[src/rtl/scsi_cc_pkg.sv]
package scsi_cc_pkg;

  localparam int PHASE_W = 3;

  localparam logic [PHASE_W-1:0] PH_STATUS = 3'b011;
  localparam logic [PHASE_W-1:0] PH_MSG_IN = 3'b111;

  localparam logic [6:0] OP_COMPLETE = 7'h11;
  localparam logic [7:0] OP_ACCEPT   = 8'h12;

  typedef enum logic [2:0] {
    S_IDLE,
    S_STAT_REQ,
    S_STAT_ACK,
    S_MSG_REQ,
    S_REL_HOLD,
    S_REL_WAIT
  } seq_state_e;

  typedef enum logic [1:0] {
    EV_NONE,
    EV_DONE,
    EV_SVC,
    EV_DISC
  } irq_ev_e;

  // The DMA flag in bit 7 selects no different script.
  function automatic logic is_complete_op(input logic [7:0] code);
    return code[6:0] == OP_COMPLETE;
  endfunction

  function automatic logic is_accept_op(input logic [7:0] code);
    return code == OP_ACCEPT;
  endfunction

  function automatic logic is_bus_free(input logic bsy, input logic sel);
    return !bsy && !sel;
  endfunction

endpackage

[src/rtl/scsi_cc_sync.sv]
module scsi_cc_sync #(
  parameter int W      = 14,
  parameter int STAGES = 2
) (
  input  logic         clk,
  input  logic         rst_n,
  input  logic [W-1:0] d,
  output logic [W-1:0] q
);

  logic [W-1:0] stg [STAGES];

  for (genvar i = 0; i < STAGES; i++) begin : g_stage
    if (i == 0) begin : g_first
      always_ff @(posedge clk or negedge rst_n) begin
        if (!rst_n) stg[i] <= '0;
        else        stg[i] <= d;
      end
    end else begin : g_next
      always_ff @(posedge clk or negedge rst_n) begin
        if (!rst_n) stg[i] <= '0;
        else        stg[i] <= stg[i-1];
      end
    end
  end

  assign q = stg[STAGES-1];

endmodule

[src/rtl/scsi_cc_busmon.sv]
module scsi_cc_busmon
  import scsi_cc_pkg::*;
(
  input  logic [PHASE_W-1:0] phase,
  input  logic               req,
  input  logic               bsy,
  input  logic               sel,
  output logic               bus_free,
  output logic               req_hi,
  output logic               at_status,
  output logic               at_msg_in
);

  assign bus_free  = is_bus_free(bsy, sel);
  assign req_hi    = req && !bus_free;
  assign at_status = phase == PH_STATUS;
  assign at_msg_in = phase == PH_MSG_IN;

endmodule

[src/rtl/scsi_cc_fsm.sv]
module scsi_cc_fsm
  import scsi_cc_pkg::*;
#(
  parameter int DATA_W = 8
) (
  input  logic              clk,
  input  logic              rst_n,
  input  logic              cmd_valid,
  input  logic [7:0]        cmd_code,
  input  logic              atn_set,
  input  logic              atn_clr,
  input  logic              bus_free,
  input  logic              req_hi,
  input  logic              at_status,
  input  logic              at_msg_in,
  input  logic [DATA_W-1:0] bus_data,
  output logic              ack,
  output logic              atn,
  output logic              fifo_wr,
  output logic [DATA_W-1:0] fifo_data,
  output irq_ev_e           irq_ev,
  output logic              ack_hold,
  output logic              cc_start,
  output logic              accept_start
);

  seq_state_e state_q;
  logic       ack_q, atn_q, wr_q;
  logic [DATA_W-1:0] data_q;
  irq_ev_e    ev_q;

  logic drop_conn, take_status, take_msg, phase_miss, release_go, svc_go;

  assign ack_hold     = ack_q && (state_q == S_IDLE);
  assign cc_start     = cmd_valid && is_complete_op(cmd_code) &&
                        (state_q == S_IDLE) && !ack_q;
  assign accept_start = cmd_valid && is_accept_op(cmd_code) && (state_q == S_IDLE);

  assign drop_conn   = bus_free && ((state_q != S_IDLE) || ack_q);
  assign take_status = (state_q == S_STAT_REQ) && req_hi && at_status;
  assign take_msg    = (state_q == S_MSG_REQ) && req_hi && at_msg_in;
  assign phase_miss  = req_hi &&
                       (((state_q == S_STAT_REQ) && !at_status) ||
                        ((state_q == S_MSG_REQ)  && !at_msg_in));
  // A request to raise ATN in the release cycle holds ACK one more cycle.
  assign release_go  = (state_q == S_REL_HOLD) && !atn_set;
  assign svc_go      = (state_q == S_REL_WAIT) && req_hi;

  always_ff @(posedge clk or negedge rst_n) begin
    if (!rst_n) begin
      atn_q <= 1'b0;
    end else if (drop_conn) begin
      atn_q <= 1'b0;
    end else if (atn_set) begin
      atn_q <= 1'b1;
    end else if (atn_clr) begin
      atn_q <= 1'b0;
    end
  end

  always_ff @(posedge clk or negedge rst_n) begin
    if (!rst_n) begin
      state_q <= S_IDLE;
      ack_q   <= 1'b0;
      wr_q    <= 1'b0;
      data_q  <= '0;
      ev_q    <= EV_NONE;
    end else begin
      wr_q <= 1'b0;
      ev_q <= EV_NONE;
      if (drop_conn) begin
        state_q <= S_IDLE;
        ack_q   <= 1'b0;
        ev_q    <= EV_DISC;
      end else begin
        unique case (state_q)
          S_IDLE: begin
            if (cc_start)          state_q <= S_STAT_REQ;
            else if (accept_start) state_q <= S_REL_HOLD;
          end
          S_STAT_REQ: begin
            if (take_status) begin
              wr_q    <= 1'b1;
              data_q  <= bus_data;
              ack_q   <= 1'b1;
              state_q <= S_STAT_ACK;
            end else if (phase_miss) begin
              ev_q    <= EV_SVC;
              state_q <= S_IDLE;
            end
          end
          S_STAT_ACK: begin
            if (!req_hi) begin
              ack_q   <= 1'b0;
              state_q <= S_MSG_REQ;
            end
          end
          S_MSG_REQ: begin
            if (take_msg) begin
              wr_q    <= 1'b1;
              data_q  <= bus_data;
              ack_q   <= 1'b1;
              ev_q    <= EV_DONE;
              state_q <= S_IDLE;
            end else if (phase_miss) begin
              ev_q    <= EV_SVC;
              state_q <= S_IDLE;
            end
          end
          S_REL_HOLD: begin
            if (release_go) begin
              ack_q   <= 1'b0;
              state_q <= S_REL_WAIT;
            end
          end
          S_REL_WAIT: begin
            if (svc_go) begin
              ev_q    <= EV_SVC;
              state_q <= S_IDLE;
            end
          end
          default: state_q <= S_IDLE;
        endcase
      end
    end
  end

  assign ack       = ack_q;
  assign atn       = atn_q;
  assign fifo_wr   = wr_q;
  assign fifo_data = data_q;
  assign irq_ev    = ev_q;

endmodule

[src/rtl/scsi_cc_seq.sv]
module scsi_cc_seq
  import scsi_cc_pkg::*;
#(
  parameter int DATA_W      = 8,
  parameter int SYNC_STAGES = 2
) (
  input  logic              clk,
  input  logic              rst_n,
  input  logic              cmd_valid_i,
  input  logic [7:0]        cmd_code_i,
  input  logic              atn_set_i,
  input  logic              atn_clr_i,
  input  logic [2:0]        phase_i,
  input  logic              req_i,
  input  logic              bsy_i,
  input  logic              sel_i,
  input  logic [DATA_W-1:0] data_i,
  output logic              ack_o,
  output logic              atn_o,
  output logic              fifo_wr_o,
  output logic [DATA_W-1:0] fifo_data_o,
  output logic              irq_done_o,
  output logic              irq_svc_o,
  output logic              irq_disc_o
);

  localparam int BUS_W = PHASE_W + 3 + DATA_W;

  logic [BUS_W-1:0]   bus_raw, bus_s;
  logic [PHASE_W-1:0] phase_s;
  logic               req_s, bsy_s, sel_s;
  logic [DATA_W-1:0]  data_s;

  logic    bus_free_w, req_hi_w, at_status_w, at_msg_in_w;
  logic    ack_hold_w, cc_start_w, accept_start_w;
  irq_ev_e irq_ev_w;

  assign bus_raw = {phase_i, req_i, bsy_i, sel_i, data_i};

  scsi_cc_sync #(.W(BUS_W), .STAGES(SYNC_STAGES)) u_sync (
    .clk   (clk),
    .rst_n (rst_n),
    .d     (bus_raw),
    .q     (bus_s)
  );

  assign {phase_s, req_s, bsy_s, sel_s, data_s} = bus_s;

  scsi_cc_busmon u_mon (
    .phase     (phase_s),
    .req       (req_s),
    .bsy       (bsy_s),
    .sel       (sel_s),
    .bus_free  (bus_free_w),
    .req_hi    (req_hi_w),
    .at_status (at_status_w),
    .at_msg_in (at_msg_in_w)
  );

  scsi_cc_fsm #(.DATA_W(DATA_W)) u_fsm (
    .clk          (clk),
    .rst_n        (rst_n),
    .cmd_valid    (cmd_valid_i),
    .cmd_code     (cmd_code_i),
    .atn_set      (atn_set_i),
    .atn_clr      (atn_clr_i),
    .bus_free     (bus_free_w),
    .req_hi       (req_hi_w),
    .at_status    (at_status_w),
    .at_msg_in    (at_msg_in_w),
    .bus_data     (data_s),
    .ack          (ack_o),
    .atn          (atn_o),
    .fifo_wr      (fifo_wr_o),
    .fifo_data    (fifo_data_o),
    .irq_ev       (irq_ev_w),
    .ack_hold     (ack_hold_w),
    .cc_start     (cc_start_w),
    .accept_start (accept_start_w)
  );

  assign irq_done_o = irq_ev_w == EV_DONE;
  assign irq_svc_o  = irq_ev_w == EV_SVC;
  assign irq_disc_o = irq_ev_w == EV_DISC;

endmodule

[config.mk]
export PLATFORM = sky130hd
export DESIGN_NAME = scsi_cc_seq
export DESIGN_NICKNAME = d
export VERILOG_FILES = /design/src/rtl/scsi_cc_pkg.sv /design/src/rtl/scsi_cc_sync.sv /design/src/rtl/scsi_cc_busmon.sv /design/src/rtl/scsi_cc_fsm.sv /design/src/rtl/scsi_cc_seq.sv
export SDC_FILE = /design/constraint.sdc
export NUM_CORES = 1
export LEC_CHECK = 0
export BUFFER_PORTS_ARGS = -buffer_cell sky130_fd_sc_hd__buf_4
export CAP_MARGIN = 20
export CELL_PAD_IN_SITES_DETAIL_PLACEMENT = 1
export CELL_PAD_IN_SITES_GLOBAL_PLACEMENT = 1
export CORE_MARGIN = 8
export CORE_UTILIZATION = 44
export CTS_CLUSTER_DIAMETER = 200
export DETAILED_ROUTE_END_ITERATION = 10
export PLACE_DENSITY = 0.83
export SLEW_MARGIN = 10
export SYNTH_ARGS = -nofsm -noshare
export SYNTH_HDL_FRONTEND = slang
export SYNTH_SLANG_ARGS = --single-unit
[constraint.sdc]
create_clock -name clk -period 2.25 [get_ports clk]
set_input_delay 0.675 -clock clk [delete_from_list [all_inputs] [get_ports clk]]
set_output_delay 0.675 -clock clk [all_outputs]
set_load 0.01 [all_outputs]
==> metrics.txt, run 1 <==
run status=complete, no violations; Arrival @ worst endpoint=2.05 ns; worst setup margin=0.4461 ns; DRC=0; Place WS=0.1517 ns; antenna violations before repair=0; final setup violation count=0; utilization after layout=58.18%; commonest non-fill, non-tap cell in the layout=dfrtp_1; Ys Warns=0; post_cts resized=0; post-CTS setup buffer count=0; most frequent cells in the layout=44 x dfrtp_1, 41 x buf_4, 8 x mux2_2; CTS hold repair buffers=0; gpl congestion=0.8127; power share of the clock group=26.6%; Starting DRT DRC Count=between 40 and 50; FF-to-FF path depth=4; die width=between 70 and 80 um; final hold violation count=0; critical path required time=2.49 ns; Detail Placement HPWL=2.433 mm; total power=1.459 mW; sequential share of power=60.7%; Setup crit end kind=register; pwr/cell area=739.8 mW/mm^2; syn_nets=132; Final Instance Count excl. Fillers=around 200; DR WL/cell=16.36 um; final setup TNS=0 ns; Die Y=around 76 um; Slew Limit Fails=0; vias in the first global route=1062; Leak=0.9325 nW; routed wire length=3.223 mm; first-pass iteration count of the detailed router=4; nets=roughly 180; n_diodes=0; CTS max path bufs=2; Max VDD drop=534.5 uV; CTS H-tree lvls=2; Setup CP Type=reg -> reg; min Tclk post-route=1.804 ns; Slew HR=between 60 and 70%; vias per cell=5.122; number of buffers created by CTS=5; Core Area=0.003390 mm^2; pin count of the biggest net entering global routing=45; Max Clk Rate=554.3 MHz; Mapped Cells=105; #FFs+latches synth=44; post-route ant nets=0; sequential area share after synthesis=70.23%; maxcap violations=0; synthesized area per cell=14.93 um^2; unrepaired setup endpoints after global routing=no; fin area=between 0.0015 and 0.002 mm^2; GRT overflow=0; Setup crit start kind=register; Initial Utilization=46.25%; worst-margin pin slew=0.5289 ns; clk sinks=44; I/O pins=roughly 40; distinct cell type count after synthesis=34; Hold WC Path Type=in -> async; hold_ws=0.2869 ns; NetSw=around 0.37 mW; Clock Pin Slew Worst Setup and Hold Paths=roughly 0.12 ns; die footprint=0.005729 mm^2; Port Buffer Count=40; clk_skew=0.005475 ns; ratio of cells with drive above 1 in the final layout=42.38%; period utilisation layout=80.17%; first-pass GRT wire length=5.216 mm; Inst Count DP=189; row count=21; switching power share of the total=25.34%; gr usage total=12.67%; Logic pwr share=12.6%; Area after DPL=0.001909 mm^2; Layout area overhead=25.78%; CTS tree=done; Int Power=1.089 mW; vias post-DR=1009; clk root buf=clkbuf_4; mapped cell area=0.001568 mm^2; crit-path max FO=10; Worst-Skew Late Latency=0.35 ns
-- final cells by class --
cell class	instances	area (um^2)
fill	325	1418
timing repair buffer	41	307.8
sequential	44	1101
tap	46	57.56
clock buffer	7	55.05
inverter	1	3.754
clock inverter	1	7.507
multi-input combinational	57	439.2
-- power groups by stage --
stage | logic, mW | registers (mW) | clock network (mW)
after detailed placement | 0.186 | 0.902 | 0
after global routing | 0.203 | 0.894 | 0.437
final | 0.184 | 0.886 | 0.389
after CTS | 0.187 | 0.886 | 0.406
after floorplan | 0.116 | 0.876 | 0
after global placement | 0.175 | 0.894 | 0
-- layer usage --
layer | global-route usage (%) | vias up | part of all wire (%)
met5 | 0 | - | 0
met4 | 6.397 | 0 | 2.2
met2 | 20.52 | 34 | 51
met3 | 5.263 | 7 | 8.2
met1 | 14.01 | 498 | 39
li1 | - | 470 | -
-- final timing paths --
| check | start | endpoint | slack (ns) |
|---|---|---|---|
| setup / recovery | u_fsm.state_q[0] | u_fsm.fifo_data[2] | 0.45 |
| hold / removal | rst_n | u_sync.stg[19] | 0.29 |
| setup reg to reg | u_fsm.state_q[0] | u_fsm.fifo_data[2] | 0.45 |
| hold reg to reg | u_sync.stg[18] | u_sync.q[4] | 0.36 |
| max in group asynchronous | rst_n | u_sync.stg[17] | 1.60 |
| min in group clk | u_sync.stg[18] | u_sync.q[4] | 0.36 |
-- flip-flops by register name, summed over array words and instances (netlist names) --
signal / count
u_fsm.fifo_wr: 1
u_sync.q: 14
u_fsm.state_q: 3
u_fsm.irq_ev: 2
u_fsm.ack: 1
u_sync.stg: 14
u_fsm.fifo_data: 8
u_fsm.atn: 1
-- synthesized netlist by cell type --
cell	n	area, um^2
nand2_1	3	11.26
buf_4	1	7.510
or2_2	1	6.260
mux2_2	8	90.09
o31ai_1	1	7.510
a31oi_1	1	6.260
o21ai_0	4	20.02
a21oi_1	3	15.01
or3b_2	3	26.28
o41ai_1	1	8.760
nor4_1	3	18.77
o22ai_1	2	12.51
or4b_2	1	10.01
o211ai_4	1	21.27
o21a_1	1	7.510
and2b_1	1	7.510
nor3_1	2	10.01
buf_6	1	11.26
or4b_1	1	10.01
xor2_1	1	8.760
a211oi_1	2	15.01
or3_1	2	12.51
o221a_2	1	11.26
a2bb2oi_1	1	8.760
dfrtp_1	44	1101
inv_1	1	3.750
nor2_1	3	11.26
nor3b_1	2	15.01
nor2b_1	3	18.77
and2_1	1	6.260
nor4_4	1	21.27
nand2b_1	2	12.51
clkbuf_2	1	5.000
o221ai_1	1	8.760
-- cell families after synthesis --
| family | Yosys count | share of synthesized area (%) |
|---|---|---|
| simple gates | 29 | 12.61 |
| mux | 8 | 5.746 |
| flops | 44 | 70.23 |
| buf+inv | 4 | 1.755 |
| compound gates | 19 | 9.098 |
| xor+xnor | 1 | 0.5588 |
-- critical path, cell delays in order, from the launching register on --
cell,delay [ns]
dfrtp_1,0.57
o211ai_4,0.17
nor4_4,0.38
buf_4,0.23
mux2_2,0.35
Power figures use the tool's default switching activity.
==> run 2, diff against run 1 <==
--- a/config.mk
+++ b/config.mk
@@ -10,10 +10,10 @@
 export CELL_PAD_IN_SITES_DETAIL_PLACEMENT = 1
 export CELL_PAD_IN_SITES_GLOBAL_PLACEMENT = 1
 export CORE_MARGIN = 8
-export CORE_UTILIZATION = 44
+export CORE_UTILIZATION = 37
 export CTS_CLUSTER_DIAMETER = 200
 export DETAILED_ROUTE_END_ITERATION = 10
-export PLACE_DENSITY = 0.83
+export PLACE_DENSITY = 0.74
 export SLEW_MARGIN = 10
 export SYNTH_ARGS = -nofsm -noshare
 export SYNTH_HDL_FRONTEND = slang
==> constraint.sdc (replaced) <==
create_clock -name clk -period 1.6 [get_ports clk]
set_input_delay 0.48 -clock clk [delete_from_list [all_inputs] [get_ports clk]]
set_output_delay 0.48 -clock clk [all_outputs]
set_load 0.01 [all_outputs]
==> metrics.txt, run 2 (same netlist as run 1, synthesis figures left out) <==
die footprint=0.006576 mm^2 (+15%); antenna violations before repair=0 (unchanged); GRT overflow=0 (unchanged); clk sinks=44 (unchanged); sum of buffers and inverters on the critical path=1 (unchanged); DR WL/cell=16.26 um (-0.60%); routed wire length=3.415 mm (+6.0%); Setup crit start kind=register; worst-margin pin slew=0.5251 ns (-0.003831 ns); worst r2r src=u_fsm.state_q[0]; n_diodes=0 (unchanged); Port Buffer Count=40 (unchanged); crit path from=u_fsm.state_q[0]; CTS max path bufs=2 (unchanged); Crit path depth=4 (unchanged); Max VDD drop=914.3 uV (+71%); hold_ws=0.1681 ns (-0.1188 ns); RR Endpoint=u_fsm.fifo_data[3]; Top delay family on crit path=flip-flops; Setup CP Type=reg -> reg; Detail Placement HPWL=2.614 mm (+7.4%); Slew Limit Fails=0 (unchanged); number of buffers created by CTS=5 (unchanged); Starting DRT DRC Count=47 (+2.2%); total power=2.190 mW (+50%); vias per cell=4.886 (-4.6%); Inst Count DP=201 (+6.3%); Clock Pin Slew Worst Setup and Hold Paths=0.07 ns (-0.05 ns); clk root buf=clkbuf_8; ratio of cells with drive above 1 in the final layout=48.75% (+6.4 points); Final Instance Count excl. Fillers=210 (+6.6%); min Tclk post-route=1.544 ns (-0.2602 ns); Core Area=0.004029 mm^2 (+19%); DRC=0 (unchanged); gpl congestion=0.8489 (+4.5%); Die Y=81.10 um (+7.1%); die width=81.10 um (+7.1%); CP max-delay cell=dfrtp_2; Area after DPL=0.001978 mm^2 (+3.6%); gr usage total=11.55% (-1.1 points); Setup crit end kind=register; Leak=0.9896 nW (+6.1%); Worst-Skew Late Latency=0.29 ns (-0.06 ns); critical path required time=1.77 ns (-0.72 ns); nets=187 (+5.6%); CTS H-tree lvls=2 (unchanged); first-pass iteration count of the detailed router=4 (unchanged); R2R Setup Slk=0.06 ns (-0.39 ns); max incr delay on CP=0.46 ns (-0.11 ns); utilization after layout=51.74% (-6.4 points); vias in the first global route=1145 (+7.8%); row count=23 (+9.5%); clk_skew=0.003347 ns (-0.002128 ns); CTS tree=done; crit-path cells=o211ai_4, nor4_4, buf_4, mux2_2; final hold violation count=0 (unchanged); vias post-DR=1026 (+1.7%); maxcap violations=0 (unchanged); crit-path max FO=8 (-2); first-pass GRT wire length=5.630 mm (+7.9%); Hold WC Path Type=in -> async; pin count of the biggest net entering global routing=45 (unchanged); fin area=0.002085 mm^2 (+5.7%); Initial Utilization=38.91% (-7.3 points); Arrival @ worst endpoint=1.72 ns (-0.33 ns); Layout area overhead=32.96%; Max Clk Rate=647.8 MHz (+17%); CTS hold repair buffers=0 (unchanged); final setup violation count=0 (unchanged); I/O pins=41 (unchanged); CP Capture Point=u_fsm.fifo_data[3]; FF-to-FF path depth=4 (unchanged); commonest non-fill, non-tap cell in the layout=buf_4; Slew HR=65.00% (+0.26 points); pwr/cell area=1051 mW/mm^2 (+42%); most frequent cells in the layout=51 x buf_4, 42 x dfrtp_1, 8 x mux2_2; post-route ant nets=0 (unchanged); period utilisation layout=96.48% (+16 points); run status=complete, no violations
## run 2: changes by cell type in the layout (fill, tap and decap cells not counted), moves of 2 or more
cell / before / now
clkbuf_4: 5 / 0
o21ai_0: 4 / 2
o21ai_1: 0 / 2
buf_4: 41 / 51
clkbuf_8: 1 / 5
dfrtp_1: 44 / 42
dfrtp_2: 0 / 2
## run 2: worst min path at each step
stage	slack (ns)	endpoint	startpoint
2_1_floorplan	0.18	u_fsm.ack	rst_n
3_3_place_gp	0.33	u_sync.q[2]	u_sync.stg[16]
3_5_place_dp	0.34	u_sync.q[10]	u_sync.stg[24]
4_1_cts	0.18	u_fsm.fifo_data[3]	rst_n
5_1_grt	0.19	u_sync.stg[14]	rst_n
6_report	0.17	u_sync.stg[14]	rst_n
## run 2: per-layer routing
| layer | vias to the layer above | track usage (%) | part of all wire (%) |
|---|---|---|---|
| met5 | - | 0 | 0 |
| met4 | 0 | 5.893 | 2.0 |
| met3 | 7 | 4.857 | 5.4 |
| met2 | 25 | 19.25 | 53 |
| met1 | 512 | 12.34 | 40 |
| li1 | 482 | - | - |
## run 2: area by class of cell
| class | instances | area (um^2) |
|---|---|---|
| clock buffer | 5 | 68.82 |
| clock inverter | 2 | 12.51 |
| fill | 432 | 1944 |
| inverter | 1 | 3.754 |
| multi-input combinational | 57 | 450.4 |
| sequential | 44 | 1104 |
| tap | 50 | 62.56 |
| timing repair buffer | 51 | 382.9 |
## run 2: power breakdown
| group | internal, mW | switching, mW |
|---|---|---|
| Clock | 0.295 | 0.341 |
| Combinational | 0.174 | 0.163 |
| Sequential | 1.18 | 0.0382 |
| Total | 1.65 | 0.542 |
## run 2: what timing repair did
action,in CTS,in global routing
cloned,0,0
setup endpoints to repair,10,7
pin swaps,0,3
resized for setup,4,2
setup buffers,0,2
## run 2: worst reg2reg max path: stages (launching register included)
cell and delay [ns]:
dfrtp_2 0.46, o211ai_4 0.12, nor4_4 0.30, buf_4 0.20, mux2_2 0.35
## run 2: through the flow
stage                      TNS (ns)  worst slack, ns
after floorplan            -0.02214         -0.01957
after global placement      -0.3452          -0.1826
after detailed placement    -0.5807          -0.2949
after CTS                         0          0.04339
after global routing      -0.001195        -0.001195
final                             0          0.05630
==> run 3, diff against run 2 <==
--- a/config.mk
+++ b/config.mk
@@ -10,11 +10,12 @@
 export CELL_PAD_IN_SITES_DETAIL_PLACEMENT = 1
 export CELL_PAD_IN_SITES_GLOBAL_PLACEMENT = 1
 export CORE_MARGIN = 8
-export CORE_UTILIZATION = 37
+export CORE_UTILIZATION = 38
 export CTS_CLUSTER_DIAMETER = 200
 export DETAILED_ROUTE_END_ITERATION = 10
-export PLACE_DENSITY = 0.74
+export PLACE_DENSITY = 0.75
 export SLEW_MARGIN = 10
 export SYNTH_ARGS = -nofsm -noshare
 export SYNTH_HDL_FRONTEND = slang
+export SYNTH_HIERARCHICAL = 1
 export SYNTH_SLANG_ARGS = --single-unit
==> metrics.txt, run 3 <==
critical path required time=1.77 ns (about the same); Slew Limit Fails=0 (unchanged); Detail Placement HPWL=2.647 mm (+1.3%); met3 wire len=182 um (-1.1%); CTS hold repair buffers=0 (unchanged); run status=finished, violations left; Top delay family on crit path=simple AND/OR/NAND/NOR gates; clk sinks=44 (unchanged); max incr delay on CP=0.37 ns (-0.09 ns); worst setup margin=-0.1131 ns (-0.1694 ns); Die Y=83.29 um (+2.7%); vias in the first global route=1164 (+1.7%); row count=24 (+4.3%); number of buffers created by CTS=5 (unchanged); Max Clk Rate=583.8 MHz (-9.9%); clk_skew=0.006137 ns (+0.002791 ns); crit-path cells=and3b_1, nand2b_1, a211oi_2, and2_4, mux2_4; Clock Pin Slew Worst Setup and Hold Paths=0.08 ns (about the same); Port Buffer Count=40 (unchanged); GRT overflow=0 (unchanged); gr usage total=10.46% (-1.1 points); CP max-delay cell=dfrtp_1; Setup crit start kind=register; DRC=0 (unchanged); pin count of the biggest net entering global routing=45 (unchanged); switching power share of the total=25.75% (+0.99 points); Slew HR=65.28% (+0.29 points); crit-path max FO=5 (-3); Arrival @ worst endpoint=1.88 ns (+0.16 ns); CTS max path bufs=2 (unchanged); Metal-1 WL=1.352 mm (about the same); ratio of cells with drive above 1 in the final layout=47.88% (-0.87 points); Setup CP Type=reg -> reg; final setup violation count=8 (+8); Place WS=-0.1032 ns (+0.1917 ns); period utilisation layout=107.1% (+11 points); n_diodes=0 (unchanged); sequential share of power=45.7% (-9.9 points); die footprint=0.006936 mm^2 (+5.5%); gpl congestion=0.8181 (-3.6%); vias per cell=4.848 (-0.77%); first-pass iteration count of the detailed router=3 (-1); DR WL/cell=16.57 um (+1.9%); Inst Count DP=204 (+1.5%); pwr/cell area=1347 mW/mm^2 (+28%); syn_nets=151 (+14%); Initial Utilization=39.51% (+0.60 points); failing checks=setup timing; hold_ws=0.1635 ns (-0.004647 ns); final setup TNS=-0.7681 ns (-0.7681 ns); first-pass GRT wire length=5.802 mm (+3.1%); min Tclk post-route=1.713 ns (+0.1694 ns); Max VDD drop=743.8 uV (-19%); Leak=1.032 nW (+4.3%); clk root buf=clkbuf_8; synthesized area per cell=13.87 um^2 (-7.1%); vias post-DR=1052 (+2.5%); Hold WC Path Type=in -> async; routed wire length=3.596 mm (+5.3%); commonest non-fill, non-tap cell in the layout=buf_4; antenna violations before repair=0 (unchanged); Final Instance Count excl. Fillers=217 (+3.3%); worst-margin pin slew=0.5208 ns (-0.004299 ns); sum of buffers and inverters on the critical path=0 (-1); CTS tree=done; highest routed layer=met4; nets=191 (+2.1%); power share of the clock group=30.6% (+1.6 points); die width=83.29 um (+2.7%); post-route ant nets=0 (unchanged); Logic pwr share=23.7% (+8.3 points); unrepaired setup endpoints after global routing=yes; Layout area overhead=26.76%; I/O pins=41 (unchanged); CTS H-tree lvls=2 (unchanged); Worst-Skew Late Latency=0.29 ns (about the same); Int Power=2.182 mW (+32%); Starting DRT DRC Count=54 (+15%); maxcap violations=0 (unchanged); Setup crit end kind=register; mapped cell area=0.001720 mm^2 (+9.7%); NetSw=0.7566 mW (+40%); final hold violation count=0 (unchanged); met2 WL=2.000 mm (+11%); Ys Warns=6 (+6); Mapped Cells=124 (+18%); most frequent cells in the layout=48 x buf_4, 44 x dfrtp_1, 8 x mux2_4; Core Area=0.004354 mm^2 (+8.1%)
[run 3: power groups by stage]
stage	registers, mW	clock network [mW]	logic (mW)
floorplan	1.37	0	0.353
global placement	1.35	0	0.627
detailed placement	1.37	0	0.654
CTS	1.34	0.927	0.669
global route	1.37	0.991	0.750
finish	1.34	0.900	0.695
[run 3: cell type report]
cell class | instances | area (um^2)
fillers | 438 | 2173
flip-flops and latches | 44 | 1101
multi-input cells | 61 | 498.0
repair buffers | 50 | 382.9
clock buffers | 7 | 96.34
well taps | 52 | 65.06
clock inverters | 1 | 30.03
inverters | 2 | 7.507
[run 3: timing repair]
item | 4_1_cts | 5_1_grt
gates cloned | 1 | 0
buffers inserted | 2 | 2
setup endpoints to repair | 9 | 10
resized for setup | 2 | 5
pin swaps | 2 | 4
[run 3: routing by layer]
layer / track usage, % / vias to the layer above
met1: 10.84 / 535
li1: - / 488
met2: 18.46 / 23
met5: 0 / -
met4: 3.355 / 0
met3: 4.492 / 6
[run 3: final timing paths]
kind	from	to	slack, ns	cells past startpoint
min reg2reg	u_sync/stg[23]	u_sync/q[9]	0.34	0
max in group asynchronous	rst_n	u_fsm/state_q[2]	1.07	1
min in group clk	data_i[0]	u_sync/stg[14]	0.29	1
max	u_sync/q[13]	u_fsm/fifo_data[0]	-0.11	5
max reg2reg	u_sync/q[13]	u_fsm/fifo_data[0]	-0.11	5
min	rst_n	u_sync/q[2]	0.16	1
[run 3: through the flow]
step / power, mW / cell area, um^2 / utilization, %
after floorplan: 1.720 / 1720 / -
after global placement: 1.978 / 1987 / 45.63
after detailed placement: 2.021 / 1987 / 45.63
after CTS: 2.939 / 2142 / 49.20
after global routing: 3.107 / 2181 / 50.09
final: 2.938 / 2181 / 50.09
[run 3: worst reg2reg max path, stage by stage, from the launching register on]
cell and delay, ns:
dfrtp_1 0.37, and3b_1 0.24, nand2b_1 0.11, a211oi_2 0.30, and2_4 0.27, mux2_4 0.31
